### src/rtl/dacoff_pkg.sv
package dacoff_pkg;
   localparam int RSEL_W = 2;
   typedef enum logic [RSEL_W-1:0] {
      RSEL_VOLT = 2'd0,
      RSEL_CURR = 2'd1
   } rsel_e;
endpackage

### src/rtl/dacoff_regs.sv
module dacoff_regs
   import dacoff_pkg::*;
#(
   parameter int NUM_CH    = 6,
   parameter int DATA_W    = 16,
   parameter int ADDR_W    = 16,
   parameter int BASE_ADDR = 16'h0600,
   parameter int STRIDE    = 4
) (
   input  logic                           clk,
   input  logic                           rst_n,
   input  logic                           wr_i,
   input  logic                           rd_i,
   input  logic [ADDR_W-1:0]              addr_i,
   input  logic [DATA_W-1:0]              wdata_i,
   output logic [DATA_W-1:0]              rdata_o,
   input  logic [NUM_CH-1:0]              err_set_i,
   output logic [NUM_CH-1:0][DATA_W-1:0]  offs_o,
   output logic [NUM_CH-1:0][RSEL_W-1:0]  rsel_o,
   output logic [NUM_CH-1:0]              err_o
);
   localparam logic [DATA_W-1:0] OFF_ZERO = DATA_W'(1) << (DATA_W-1);

   if (STRIDE < 3) begin : g_bad_stride
      $error("dacoff_regs: STRIDE must leave room for three registers");
   end
   if (DATA_W < RSEL_W) begin : g_bad_width
      $error("dacoff_regs: DATA_W too narrow");
   end

   logic [NUM_CH-1:0][DATA_W-1:0] rd_term;

   for (genvar c = 0; c < NUM_CH; c++) begin : g_ch
      localparam logic [ADDR_W-1:0] A_OFF  = ADDR_W'(BASE_ADDR + STRIDE*c + 1);
      localparam logic [ADDR_W-1:0] A_RSEL = ADDR_W'(BASE_ADDR + STRIDE*c + 2);
      localparam logic [ADDR_W-1:0] A_STAT = ADDR_W'(BASE_ADDR + STRIDE*c + 3);

      logic hit_off, hit_rsel, hit_stat, clr;
      assign hit_off  = (addr_i == A_OFF);
      assign hit_rsel = (addr_i == A_RSEL);
      assign hit_stat = (addr_i == A_STAT);
      assign clr      = wr_i && hit_stat && wdata_i[0];

      always_ff @(posedge clk or negedge rst_n) begin
         if (!rst_n) begin
            offs_o[c] <= OFF_ZERO;
            rsel_o[c] <= RSEL_VOLT;
            err_o[c]  <= 1'b0;
         end else begin
            if (wr_i && hit_off)  offs_o[c] <= wdata_i;
            if (wr_i && hit_rsel) rsel_o[c] <= wdata_i[RSEL_W-1:0];
            if (err_set_i[c])     err_o[c]  <= 1'b1;
            else if (clr)         err_o[c]  <= 1'b0;
         end
      end

      always_comb begin
         rd_term[c] = '0;
         if (hit_off)       rd_term[c] = offs_o[c];
         else if (hit_rsel) rd_term[c] = DATA_W'(rsel_o[c]);
         else if (hit_stat) rd_term[c] = DATA_W'(err_o[c]);
      end

      p_flag_sticky_r8: assert property (@(posedge clk) disable iff (!rst_n)
         err_o[c] && !clr |=> err_o[c]);
      p_flag_set_r8: assert property (@(posedge clk) disable iff (!rst_n)
         err_set_i[c] |=> err_o[c]);
   end

   logic [DATA_W-1:0] rd_mux;
   always_comb begin
      rd_mux = '0;
      for (int c = 0; c < NUM_CH; c++) rd_mux = rd_mux | rd_term[c];
   end

   always_ff @(posedge clk or negedge rst_n) begin
      if (!rst_n)     rdata_o <= '0;
      else if (rd_i)  rdata_o <= rd_mux;
      else            rdata_o <= '0;
   end
endmodule

### src/rtl/dacoff_corrector.sv
module dacoff_corrector
   import dacoff_pkg::*;
#(
   parameter int CODE_W = 16,
   parameter int GUARD  = 2,
   parameter int V_LO   = 328,
   parameter int V_HI   = 65207,
   parameter int I_LO   = 655,
   parameter int I_HI   = 64880
) (
   input  logic [CODE_W-1:0] code_i,
   input  logic [CODE_W-1:0] off_i,
   input  logic [RSEL_W-1:0] rsel_i,
   output logic [CODE_W-1:0] code_o,
   output logic              oor_o
);
   localparam int SUM_W = CODE_W + GUARD;
   localparam int CMAX  = (1 << CODE_W) - 1;

   if (GUARD < 2) begin : g_bad_guard
      $error("dacoff_corrector: need two guard bits for a wrap-free sum");
   end
   if (V_LO > V_HI || I_LO > I_HI || V_HI > CMAX || I_HI > CMAX) begin : g_bad_win
      $error("dacoff_corrector: window limits inconsistent");
   end

   localparam logic signed [SUM_W-1:0] BIAS = SUM_W'(1) <<< (CODE_W-1);

   logic signed [SUM_W-1:0] s_code, s_off, sum, lo, hi;

   always_comb begin
      s_code = $signed(SUM_W'(code_i));
      s_off  = $signed(SUM_W'(off_i)) - BIAS;
      sum    = s_code + s_off;
      if (rsel_i == RSEL_CURR) begin
         lo = SUM_W'(I_LO);
         hi = SUM_W'(I_HI);
      end else begin
         lo = SUM_W'(V_LO);
         hi = SUM_W'(V_HI);
      end
      if (sum < lo) begin
         code_o = lo[CODE_W-1:0];
         oor_o  = 1'b1;
      end else if (sum > hi) begin
         code_o = hi[CODE_W-1:0];
         oor_o  = 1'b1;
      end else begin
         code_o = sum[CODE_W-1:0];
         oor_o  = 1'b0;
      end
   end
endmodule

### src/rtl/dac_offset_corrector.sv
module dac_offset_corrector
   import dacoff_pkg::*;
#(
   parameter int NUM_CH    = 6,
   parameter int CODE_W    = 16,
   parameter int CH_W      = 3,
   parameter int ADDR_W    = 16,
   parameter int BASE_ADDR = 16'h0600,
   parameter int STRIDE    = 4,
   parameter int V_LO      = 328,
   parameter int V_HI      = 65207,
   parameter int I_LO      = 655,
   parameter int I_HI      = 64880
) (
   input  logic              clk,
   input  logic              rst_n,
   input  logic              in_valid,
   input  logic [CH_W-1:0]   in_chan,
   input  logic [CODE_W-1:0] in_code,
   output logic              out_valid,
   output logic [CH_W-1:0]   out_chan,
   output logic [CODE_W-1:0] out_code,
   output logic              out_oor,
   input  logic              reg_wr,
   input  logic              reg_rd,
   input  logic [ADDR_W-1:0] reg_addr,
   input  logic [CODE_W-1:0] reg_wdata,
   output logic [CODE_W-1:0] reg_rdata
);
   if ((1 << CH_W) < NUM_CH) begin : g_bad_chw
      $error("dac_offset_corrector: CH_W too narrow for NUM_CH");
   end

   logic [NUM_CH-1:0][CODE_W-1:0] offs;
   logic [NUM_CH-1:0][RSEL_W-1:0] rsel;
   logic [NUM_CH-1:0]             err_flag, err_set;

   logic              ch_ok;
   logic [CH_W-1:0]   sel;
   logic [CODE_W-1:0] corr_code;
   logic              corr_oor;

   assign ch_ok = ({1'b0, in_chan} < (CH_W+1)'(NUM_CH));
   assign sel   = ch_ok ? in_chan : '0;

   dacoff_regs #(
      .NUM_CH(NUM_CH), .DATA_W(CODE_W), .ADDR_W(ADDR_W),
      .BASE_ADDR(BASE_ADDR), .STRIDE(STRIDE)
   ) i_regs (
      .clk(clk), .rst_n(rst_n),
      .wr_i(reg_wr), .rd_i(reg_rd), .addr_i(reg_addr),
      .wdata_i(reg_wdata), .rdata_o(reg_rdata),
      .err_set_i(err_set), .offs_o(offs), .rsel_o(rsel), .err_o(err_flag)
   );

   dacoff_corrector #(
      .CODE_W(CODE_W), .GUARD(2),
      .V_LO(V_LO), .V_HI(V_HI), .I_LO(I_LO), .I_HI(I_HI)
   ) i_corr (
      .code_i(in_code), .off_i(offs[sel]), .rsel_i(rsel[sel]),
      .code_o(corr_code), .oor_o(corr_oor)
   );

   for (genvar c = 0; c < NUM_CH; c++) begin : g_set
      assign err_set[c] = in_valid && ch_ok && (sel == CH_W'(c)) && corr_oor;
   end

   always_ff @(posedge clk or negedge rst_n) begin
      if (!rst_n) begin
         out_valid <= 1'b0;
         out_chan  <= '0;
         out_code  <= '0;
         out_oor   <= 1'b0;
      end else begin
         out_valid <= in_valid && ch_ok;
         if (in_valid && ch_ok) begin
            out_chan <= in_chan;
            out_code <= corr_code;
            out_oor  <= corr_oor;
         end
      end
   end

   p_latency_r6: assert property (@(posedge clk) disable iff (!rst_n)
      in_valid && ch_ok |=> out_valid && out_chan == $past(in_chan));
   p_bad_chan_r7: assert property (@(posedge clk) disable iff (!rst_n)
      !(in_valid && ch_ok) |=> !out_valid);
   p_clamp_edge_r5: assert property (@(posedge clk) disable iff (!rst_n)
      out_valid && out_oor |-> (out_code == CODE_W'(V_LO) || out_code == CODE_W'(V_HI) ||
                                out_code == CODE_W'(I_LO) || out_code == CODE_W'(I_HI)));
   p_oor_flagged_r8: assert property (@(posedge clk) disable iff (!rst_n)
      out_valid && out_oor |-> err_flag[out_chan]);
endmodule

### config.mk
export PLATFORM = sky130hd
export DESIGN_NAME = dac_offset_corrector
export DESIGN_NICKNAME = d
export VERILOG_FILES = /design/src/rtl/dacoff_pkg.sv /design/src/rtl/dacoff_regs.sv /design/src/rtl/dacoff_corrector.sv /design/src/rtl/dac_offset_corrector.sv
export SDC_FILE = /design/constraint.sdc
export NUM_CORES = 1
export LEC_CHECK = 0
export BUFFER_PORTS_ARGS = -buffer_cell sky130_fd_sc_hd__buf_2
export CORE_MARGIN = 2
export CORE_UTILIZATION = 40
export CTS_CLUSTER_DIAMETER = 40
export DETAILED_ROUTE_END_ITERATION = 12
export HOLD_SLACK_MARGIN = 0.06
export SKIP_LAST_GASP = 1
export SLEW_MARGIN = 20
export SYNTH_ARGS = -nofsm -noshare
export SYNTH_HDL_FRONTEND = slang
export SYNTH_SLANG_ARGS = --single-unit
export TNS_END_PERCENT = 100
### constraint.sdc
create_clock -name clk -period 4.51 [get_ports clk]
set_input_delay 0.902 -clock clk [delete_from_list [all_inputs] [get_ports clk]]
set_output_delay 0.902 -clock clk [all_outputs]
set_load 0.05 [all_outputs]
== Word-level counts from Yosys, hierarchy flattened ==
Cells that the tools add are included.
Widths: inputs -> output; s select.
Word-level totals
  register bits: 151
  logic and storage cells: 144
Operators by class
  $add $sub $neg: 2
  eq/ne operators: 24
  muxes and demuxes: 42
  bitwise operators: 5
  reductions and logical operators: 44
  magnitude comparators: 4
Operators by type and width (count)
  $eq 16x11->1 const B: 18
  $mux 16: 15
  $or 16x16->16: 5
  $bmux 16 s3: 1
  $logic_and 1x1->1: 37
  $mux 1: 20
  $mux 10: 2
  $add 17x18->18: 1
  $gt 18x17->1: 1
  $lt 18x11->1: 1
  $sub 16x16->17 const B: 1
  $reduce_bool 2->1: 6
  $bmux 2 s3: 1
  $eq 3x2->1 const B: 2
  $eq 3x3->1 const B: 2
  $lt 3x4->1 const B: 1
  $mux 2: 2
  $eq 3x1->1 const B: 1
  $logic_not 3->1: 1
  $lt 3x3->1 const B: 1
  $mux 3: 1
  $eq 2x1->1 const B: 1

== Logic depth before layout (Yosys ltp) ==
Gate-level depths: netlist (run 1).
  word-level depth: 11
  mapped depth: 25
  depth with buffers taken out: 20

== Modules after synthesis ==
From an unflattened synthesis (run 1), not the netlist that was laid out.
Unflattened totals
  cell total of the unflattened synthesis: 874
  area, all modules: 9715.6 um2
Modules (own cells, without submodules)
  dacoff_regs: cells each 436, area an instance 6000.8 um2, times used 1
  dac_offset_corrector: cells each 203, area an instance 2008.2 um2, times used 1
  dacoff_corrector: cells each 235, area an instance 1706.6 um2, times used 1

== Least setup slack after synthesis (run 1) ==
Ideal clock, no wire load.
  kind: in2reg
  from: in in_chan[0]
  to: reg i_regs.err_o[0]
  library setup time: 0.133 ns
  data required time: 4.377 ns
  stages: 25
  slack: -1.796 ns
  arrival: 6.173 ns
  path through: buf_6 clkbuf_1 buf_2 clkbuf_1 clkbuf_1 o22ai_1 o21ai_0 nand2_1 ha_1 and2_4 a221oi_2 a21boi_0 o21a_1 nor2_1 xnor2_1 ha_1 nand4bb_1 nor4b_1 o2111ai_1 o31ai_1 a311oi_2 a31o_1 buf_6 o31ai_2 o21ai_1
Between the ends
  word-level cells in the longest chain between the ends: 11
  elaborated cells between the ends (all ways): 21
  those cells by class: 2 x add/sub; 3 x order compare; 1 x eq/ne; 10 x mux; 5 x reduce/logical
Ends and longest elaborated chain
  from (decl): line dac_offset_corrector.sv:18  | input logic [CH_W-1:0] in_chan,
  $lt 3x3->1: line dac_offset_corrector.sv:43  | assign ch_ok = ({1'b0, in_chan} < (CH_W+1)'(NUM_CH));
  $mux 3: line dac_offset_corrector.sv:44  | assign sel = ch_ok ? in_chan : '0;
  $bmux 16 s3 / $bmux 2 s3 (equally long branches): line dac_offset_corrector.sv:60  | .code_i(in_code), .off_i(offs[sel]), .rsel_i(rsel[sel]),
  $mux 16 (not written as such) / $mux 2 (equally long branches): line dac_offset_corrector.sv:60
  $sub 16x16->17 / $eq 2x1->1 (equally long branches): line dacoff_corrector.sv:33, dacoff_corrector.sv:35
  $add 17x18->18 / $mux 10 (equally long branches): line dacoff_corrector.sv:34, dacoff_corrector.sv:35
  $gt 18x17->1: line dacoff_corrector.sv:45  | end else if (sum > hi) begin
  $mux 1: line dacoff_corrector.sv:45
  $mux 1: line dacoff_corrector.sv:42  | if (sum < lo) begin
  $logic_and 1x1->1 (*): line dac_offset_corrector.sv:65  | assign err_set[c] = in_valid && ch_ok && (sel == CH_W'(c)) && corr_oor;
  $mux 1 / $reduce_bool 2->1 (equally long branches)
  to (signal, indexed assignment): line dacoff_regs.sv:48  | err_o[c] <= 1'b0;
  to (signal, indexed assignment): line dacoff_regs.sv:52  | if (err_set_i[c]) err_o[c] <= 1'b1;
  to (signal, indexed assignment): line dacoff_regs.sv:53  | else if (clr) err_o[c] <= 1'b0;
  to (decl): line dacoff_regs.sv:20  | output logic [NUM_CH-1:0] err_o
Every way passes the cells marked *; elsewhere a longest branch is shown, timed or not. The select of a mux whose other input is x is not followed.
A chain may end at the register's enable or synchronous reset.

== Final worst setup path (run 1) ==
Same ends and word-level chain as after synthesis.

==> results.md, run 1 <==
- Beginning of the critical path: in_chan[0]
- Iteration-0 DRC Markers: between 400 and 500
- Synth Instances: a little over 800
- GRT Max-Usage Layer: met2
- Met1 Track Usage GR: 0.294
- Met3 GRT Util: 0.0360
- Port Buf Inserts: 92
- Tcrit/Tclk final: 1.05
- Number of CTS-inserted buffers: 17
- Fraction of registers with async set/reset: 1.00
- Ys Warns: 0
- Post-route ant nets: 0
- Clock buffer depth: 2
- Layout area overhead: 27.6%
- Worst hold path class: reg -> reg
- RSZ-0062 raised after global routing: true
- # DRC: 0
- Critical Path Sink Type: flop
- Die area: 23500 µm²
- Slew headroom: 0.293
- First-pass GRT wire length: ~40000 µm
- # Max-Cap Violations: 0
- Initial antenna violation count: 0
- Routed wire length: 25100 µm
- Worst Hold End: out_code[14]
- Final setup margin: -0.222 ns
- Switching Fraction: 0.292
- Detail-routed via count per cell: 5.64
- Clock Power Share: 0.425
- Post-DP HPWL: around 17000 µm
- Routability congestion estimate: 0.828
- Cts hold-fix bufs: 0
- Layout cells sized above 1: 0.438
- Fmax: 0.211 GHz
- Total grt overflow: 0
- Reg2reg start: i_regs.offs_o[83]
- Mean area per synthesized cell: approximately 11 µm²
- Logic pwr share: 0.162
- Reg2reg setup slack: 0 ns
- Switch Pwr: 989 µW
- Die Wd: 153 µm
- PwrDens: between 200 and 300 nW/µm²
- TritonRoute pass-1 iters: 6
- Total GRT Usage: 0.217
- Register area share after synthesis: 0.424
- Worst hold path depth: 2
- Htree depth: 4
- Final Hold Fails: 0
- Largest net degree at the start of global routing: 88
- Rows: 54
- Worst slew pin tran: 1.06 ns
- Crit Path Category: in -> reg
- Area of the core: 21900 µm²
- Worst r2r path cells: 18
- Vias in the first global route: around 7400
- # diodes: 0
- Mean routed wirelength per cell: 19.3 µm
- Mapped Area: around 8900 µm²
- Min Tclk post-route: about 4.7 ns
- Hold path startpoint: out_code[14]
- Synthesis-stage register bit count: roughly 150
- Post-synth EDFFs: 0
- Violated checks: negative setup slack
- Sequential share of power: 0.412
- Worst-path clk slew: 0.07 ns
- Ys flop type: dfrtp_1
- Synth cell count leaders: dfrtp_1 (145), mux2_2 (117), nand2_1 (79)
- Critical path required time: 4.81 ns
- Clk_skew: approximately 0.010 ns
- Clock sink total: about 150
- TritonCTS clock tree: built
- CP Max Fanout: 6
- Setup TNS: -3.45 ns
- P_int: 2.39 mW
- Post-DP Area: 10500 µm²
- Worst setup SP type: input pin
- Setup violators final: 20
- Clk root buf: clkbuf_16
- Final nets: about 1100
- Vias: about 7300
- Synth top area cells: dfrtp_1 (41%), mux2_2 (15%), ha_1 (4.3%), a22oi_1 (3.8%), mux2i_1 (3.4%)
- Initial cell density of the core: 0.408
- Worst vdd ir: between 200 and 250 µV
- Num ports: 93
- R2R Path End: i_regs.err_o[0]
- Number of distinct library cells after synthesis: between 80 and 90
- GR Layer Usage met2: 0.362
- Hold_ws: 0.463 ns
- Top-area cell type share of the netlist area: 0.407
- Crit path DAT: approximately 5 ns
- Count leader, synth: dfrtp_1
- Finished Cell Area: approximately 11000 µm²
- Post-Syn Nets: 900
- Leak: ~5.4 nW
- Die height: ~150 µm
- Outcome: finished, violations left
- Clk_lat worst skew: ~0.43 ns
- Cell taking the most area after synthesis: dfrtp_1
- Max-slew violations: 0
[cells by family (layout without fill, tap and decap cells)]
logic type	Yosys count	in the layout	share of synthesized area
AO/OA/AOI/OAI	216	217	0.178
XOR/XNOR	12	12	0.0118
adder cells (fa/ha/maj)	32	32	0.0457
buffers and inverters	61	268	0.0290
flip-flops	151	151	0.424
multiplexers	161	161	0.213
AND/OR/NAND/NOR	179	179	0.0979
[repair_timing]
item	4_1_cts	5_1_grt
cloned	1	0
endpoints found under the setup margin	21	21
endpoints found under the hold margin	0	0
resized for setup	35	13
buffers inserted	7	3
pin swaps	32	17
[critical path, cell delays in order]
cell and delay [ns]:
buf_12 0.11, mux4_2 0.50, mux2_4 0.31, ha_4 0.22
and2_4 0.15, a221oi_4 0.30, a21boi_2 0.10, o21a_1 0.20
nor2_2 0.14, xnor2_2 0.16, ha_1 0.28, nand4bb_4 0.22
nor4b_4 0.26, o2111ai_2 0.15, o31ai_2 0.27, a311oi_2 0.11
a31o_4 0.30, o31ai_4 0.26, o21ai_1 0.10
[state kept, by name (all words and copies together) (netlist names)]
name	flops
i_regs.rsel_o	12
out_valid	1
i_regs.rdata_o	16
i_regs.err_o	6
out_oor	1
out_code	16
i_regs.offs_o	96
out_chan	3
[layer usage]
layer | wire length (µm) | up-vias
li1 | - | 3468
met5 | 0 | -
met4 | 374 | 0
met1 | 11400 | 3606
met3 | 1080 | 32
met2 | 12200 | 222
[worst max-delay path by stage]
stage / end / slack [ns]
finish: i_regs.err_o[0] / -0.22
global route: out_code[9] / -0.38
CTS: i_regs.err_o[0] / -0.25
detailed placement: i_regs.err_o[2] / -1.16
global placement: i_regs.err_o[3] / -0.95
floorplan: out_code[6] / -0.85
[cell usage in the layout, fill, tap and decap left out, types with 23 or more instances in the layout]
cell and count:
a21oi_1 23, a22oi_1 45, buf_2 90, buf_4 121
dfrtp_1 145, ha_1 25, mux2_2 114, mux2i_1 30
nand2_1 79, nor2_1 33, o21ai_0 28
[through the flow]
stage	utilization	setup WS, ns	power, mW	cells
2_1_floorplan	-	-0.849	1.72	812
3_3_place_gp	0.479	-0.954	1.93	1257
3_5_place_dp	0.479	-1.16	1.93	1257
4_1_cts	0.516	-0.248	3.40	1297
5_1_grt	0.520	-0.382	3.51	1300
6_report	0.520	-0.222	3.38	1300
[cell type report]
type | count | area, µm²
clock buffers | 18 | 439
flip-flops and latches | 151 | 3790
well taps | 280 | 350
inverters | 17 | 63.8
clock inverters | 14 | 145
repair buffers | 219 | 1460
multi-input cells | 601 | 5140
fillers | 2019 | 10500
[power by group through the flow]
stage                     Clock, mW  Sequential, mW  Combinational [mW]
final                          1.44            1.39               0.549
after global routing           1.52            1.40               0.596
after CTS                      1.47            1.40               0.541
after detailed placement          0            1.42               0.511
after global placement            0            1.42               0.508
after floorplan                   0            1.50               0.222
Power figures use the tool's default switching activity.
==> run 2: changes to the inputs <==
- PLACE_DENSITY: not set -> 0.63
- SKIP_CTS_REPAIR_TIMING: not set -> 1
==> results.md, run 2 (synthesis gave the netlist of run 1 again) <==
- # Max-Cap Violations: 0
- CP cell instances: buf_12 -> mux4_2 -> mux2_4 -> ha_4 -> fa_2 -> a211o_1 -> a21oi_2 -> inv_1 -> a21oi_2 -> xnor2_2 -> ha_1 -> nand4bb_4 -> nor4b_4 -> o2111ai_2 -> o31ai_2 -> a311oi_2 -> a31o_4 -> o31ai_4 -> o21ai_1
- Clk root buf: clkbuf_16
- Worst r2r path cells: 18
- CP Max Fanout: 8
- Mean routed wirelength per cell: 19.1 µm
- Max-slew violations: 0
- Rows: between 50 and 60
- Clock buffer depth: 2
- Most frequent cells in the layout: dfrtp_1 (145), buf_4 (124), mux2_2 (114), buf_2 (90), nand2_1 (79)
- Initial cell density of the core: 0.408
- Die height: about 150 µm
- Setup TNS: -4.87 ns
- Leak: around 5.4 nW
- Fin util: 0.521
- TritonRoute pass-1 iters: 5
- Setup violators final: 20
- Routability congestion estimate: around 0.87
- Num ports: between 90 and 100
- TritonCTS clock tree: built
- Worst setup SP type: input pin
- Clk_lat worst skew: approximately 0.44 ns
- Tcrit/Tclk final: 1.07
- Final setup margin: -0.331 ns
- Iteration-0 DRC Markers: about 500
- Vias: approximately 7300
- Detail-routed via count per cell: 5.63
- Final nets: around 1100
- Fmax: approximately 0.21 GHz
- Htree depth: 4
- Critical path required time: ~4.8 ns
- Die Wd: ~150 µm
- Worst slew pin tran: between 0.9 and 1 ns
- Most common cell after layout, fill and taps aside: dfrtp_1
- Area of the core: between 20000 and 25000 µm²
- Post-route ant nets: 0
- Largest register FFs: 96
- Crit path DAT: 5.15 ns
- Worst hold path depth: 2
- Routed wire length: 24900 µm
- GR Layer Usage met2: 0.361
- Crit Path Category: in -> reg
- Largest regs: i_regs.offs_o x96, i_regs.rdata_o x16, out_code x16
- Clock sink total: 151
- Port Buf Inserts: slightly above 90
- Worst vdd ir: roughly 180 µV
- Post-DP HPWL: between 15000 and 20000 µm
- Largest net degree at the start of global routing: 90
- Met3 GRT Util: 0.0380
- PwrDens: between 200 and 300 nW/µm²
- Met1 Track Usage GR: 0.285
- First-pass GRT wire length: about 40000 µm
- Vias in the first global route: between 7000 and 8000
- Number of CTS-inserted buffers: 17
- Slowest CP cell: mux4_2
- Worst path most repeated cell: a21oi_2
- Worst hold path class: reg -> reg
- Critical Path Sink Type: flop
- Die area: approximately 24000 µm²
- Layout cells sized above 1: 0.438
- Largest Register: i_regs.offs_o
- Layout area overhead: 27.9%
- Slew headroom: 0.353
- Total grt overflow: 0
- Min Tclk post-route: 4.84 ns
- Worst-path clk slew: ~0.07 ns
- Crit-path max cell delay: 0.49 ns
- Initial antenna violation count: 2
- Total GRT Usage: 0.216
- Final Hold Fails: 0
- GRT Max-Usage Layer: met2
- Violated checks: negative setup slack
- RSZ-0062 raised after global routing: true
- Outcome: finished, violations left
- Reg2reg setup slack: -0.11 ns
- # DRC: 0
- Clk_skew: 0.0135 ns
==> run 2: cell count changes in the layout (fill, tap and decap cells not counted), sizes merged <==
cell    change
inv         -1
a31o        -1
diode       +1
bufinv      +1
clkinv      +1
buf         +4
clkbuf      -1
==> run 2: power breakdown <==
group	switching [mW]	internal, mW	total [mW]	leakage [nW]
Combinational	0.330	0.209	0.539	3.10
Sequential	0.0138	1.38	1.40	2.03
Clock	0.646	0.839	1.49	0.301
Total	0.990	2.43	3.42	5.44
==> run 2: through the flow <==
stage	hold slack [ns]	area, µm²	setup slack (ns)	power (mW)	std cells
2_1_floorplan	0.481	9050	-0.849	1.72	812
3_3_place_gp	0.446	10500	-0.956	1.92	1261
3_5_place_dp	0.451	10500	-1.21	1.93	1261
4_1_cts	0.467	11100	-0.806	3.41	1293
5_1_grt	0.494	11400	-0.479	3.56	1303
6_report	0.462	11400	-0.331	3.42	1304
==> run 2: final cells by class <==
| type | count | area (µm²) |
|---|---|---|
| diodes | 1 | 2.50 |
| clock buffers | 17 | 425 |
| clock inverters | 15 | 176 |
| fillers | 2004 | 10500 |
| inverters | 17 | 63.8 |
| multi-input cells | 600 | 5100 |
| flip-flops and latches | 151 | 3790 |
| well taps | 280 | 350 |
| repair buffers | 223 | 1500 |
==> run 2: layer usage <==
layer | wire (µm) | part of all wire
met1 | 11100 | 0.44
met2 | 12100 | 0.49
met3 | 1040 | 0.042
met4 | 681 | 0.027
met5 | 7 | 0.00028
==> run 2: worst max-delay path: cells and delay by family <==
family	cells	cell delay [ns]
AOI/OAI and AO/OA	9	1.93
xor gates and xnor gates	1	0.09
adders and majority gates	3	0.86
buffers and inverters	2	0.18
muxes	2	0.78
and+or+nand+nor	2	0.40
==> run 2: worst paths after layout <==
check                                  start                end
max reg2reg                i_regs.offs_o[64]    i_regs.err_o[2]
min in group asynchronous              rst_n  i_regs.rdata_o[2]
max in group asynchronous              rst_n        out_code[8]
max                               in_chan[0]    i_regs.err_o[2]
min                             out_code[12]       out_code[12]
min reg2reg                     out_code[12]       out_code[12]
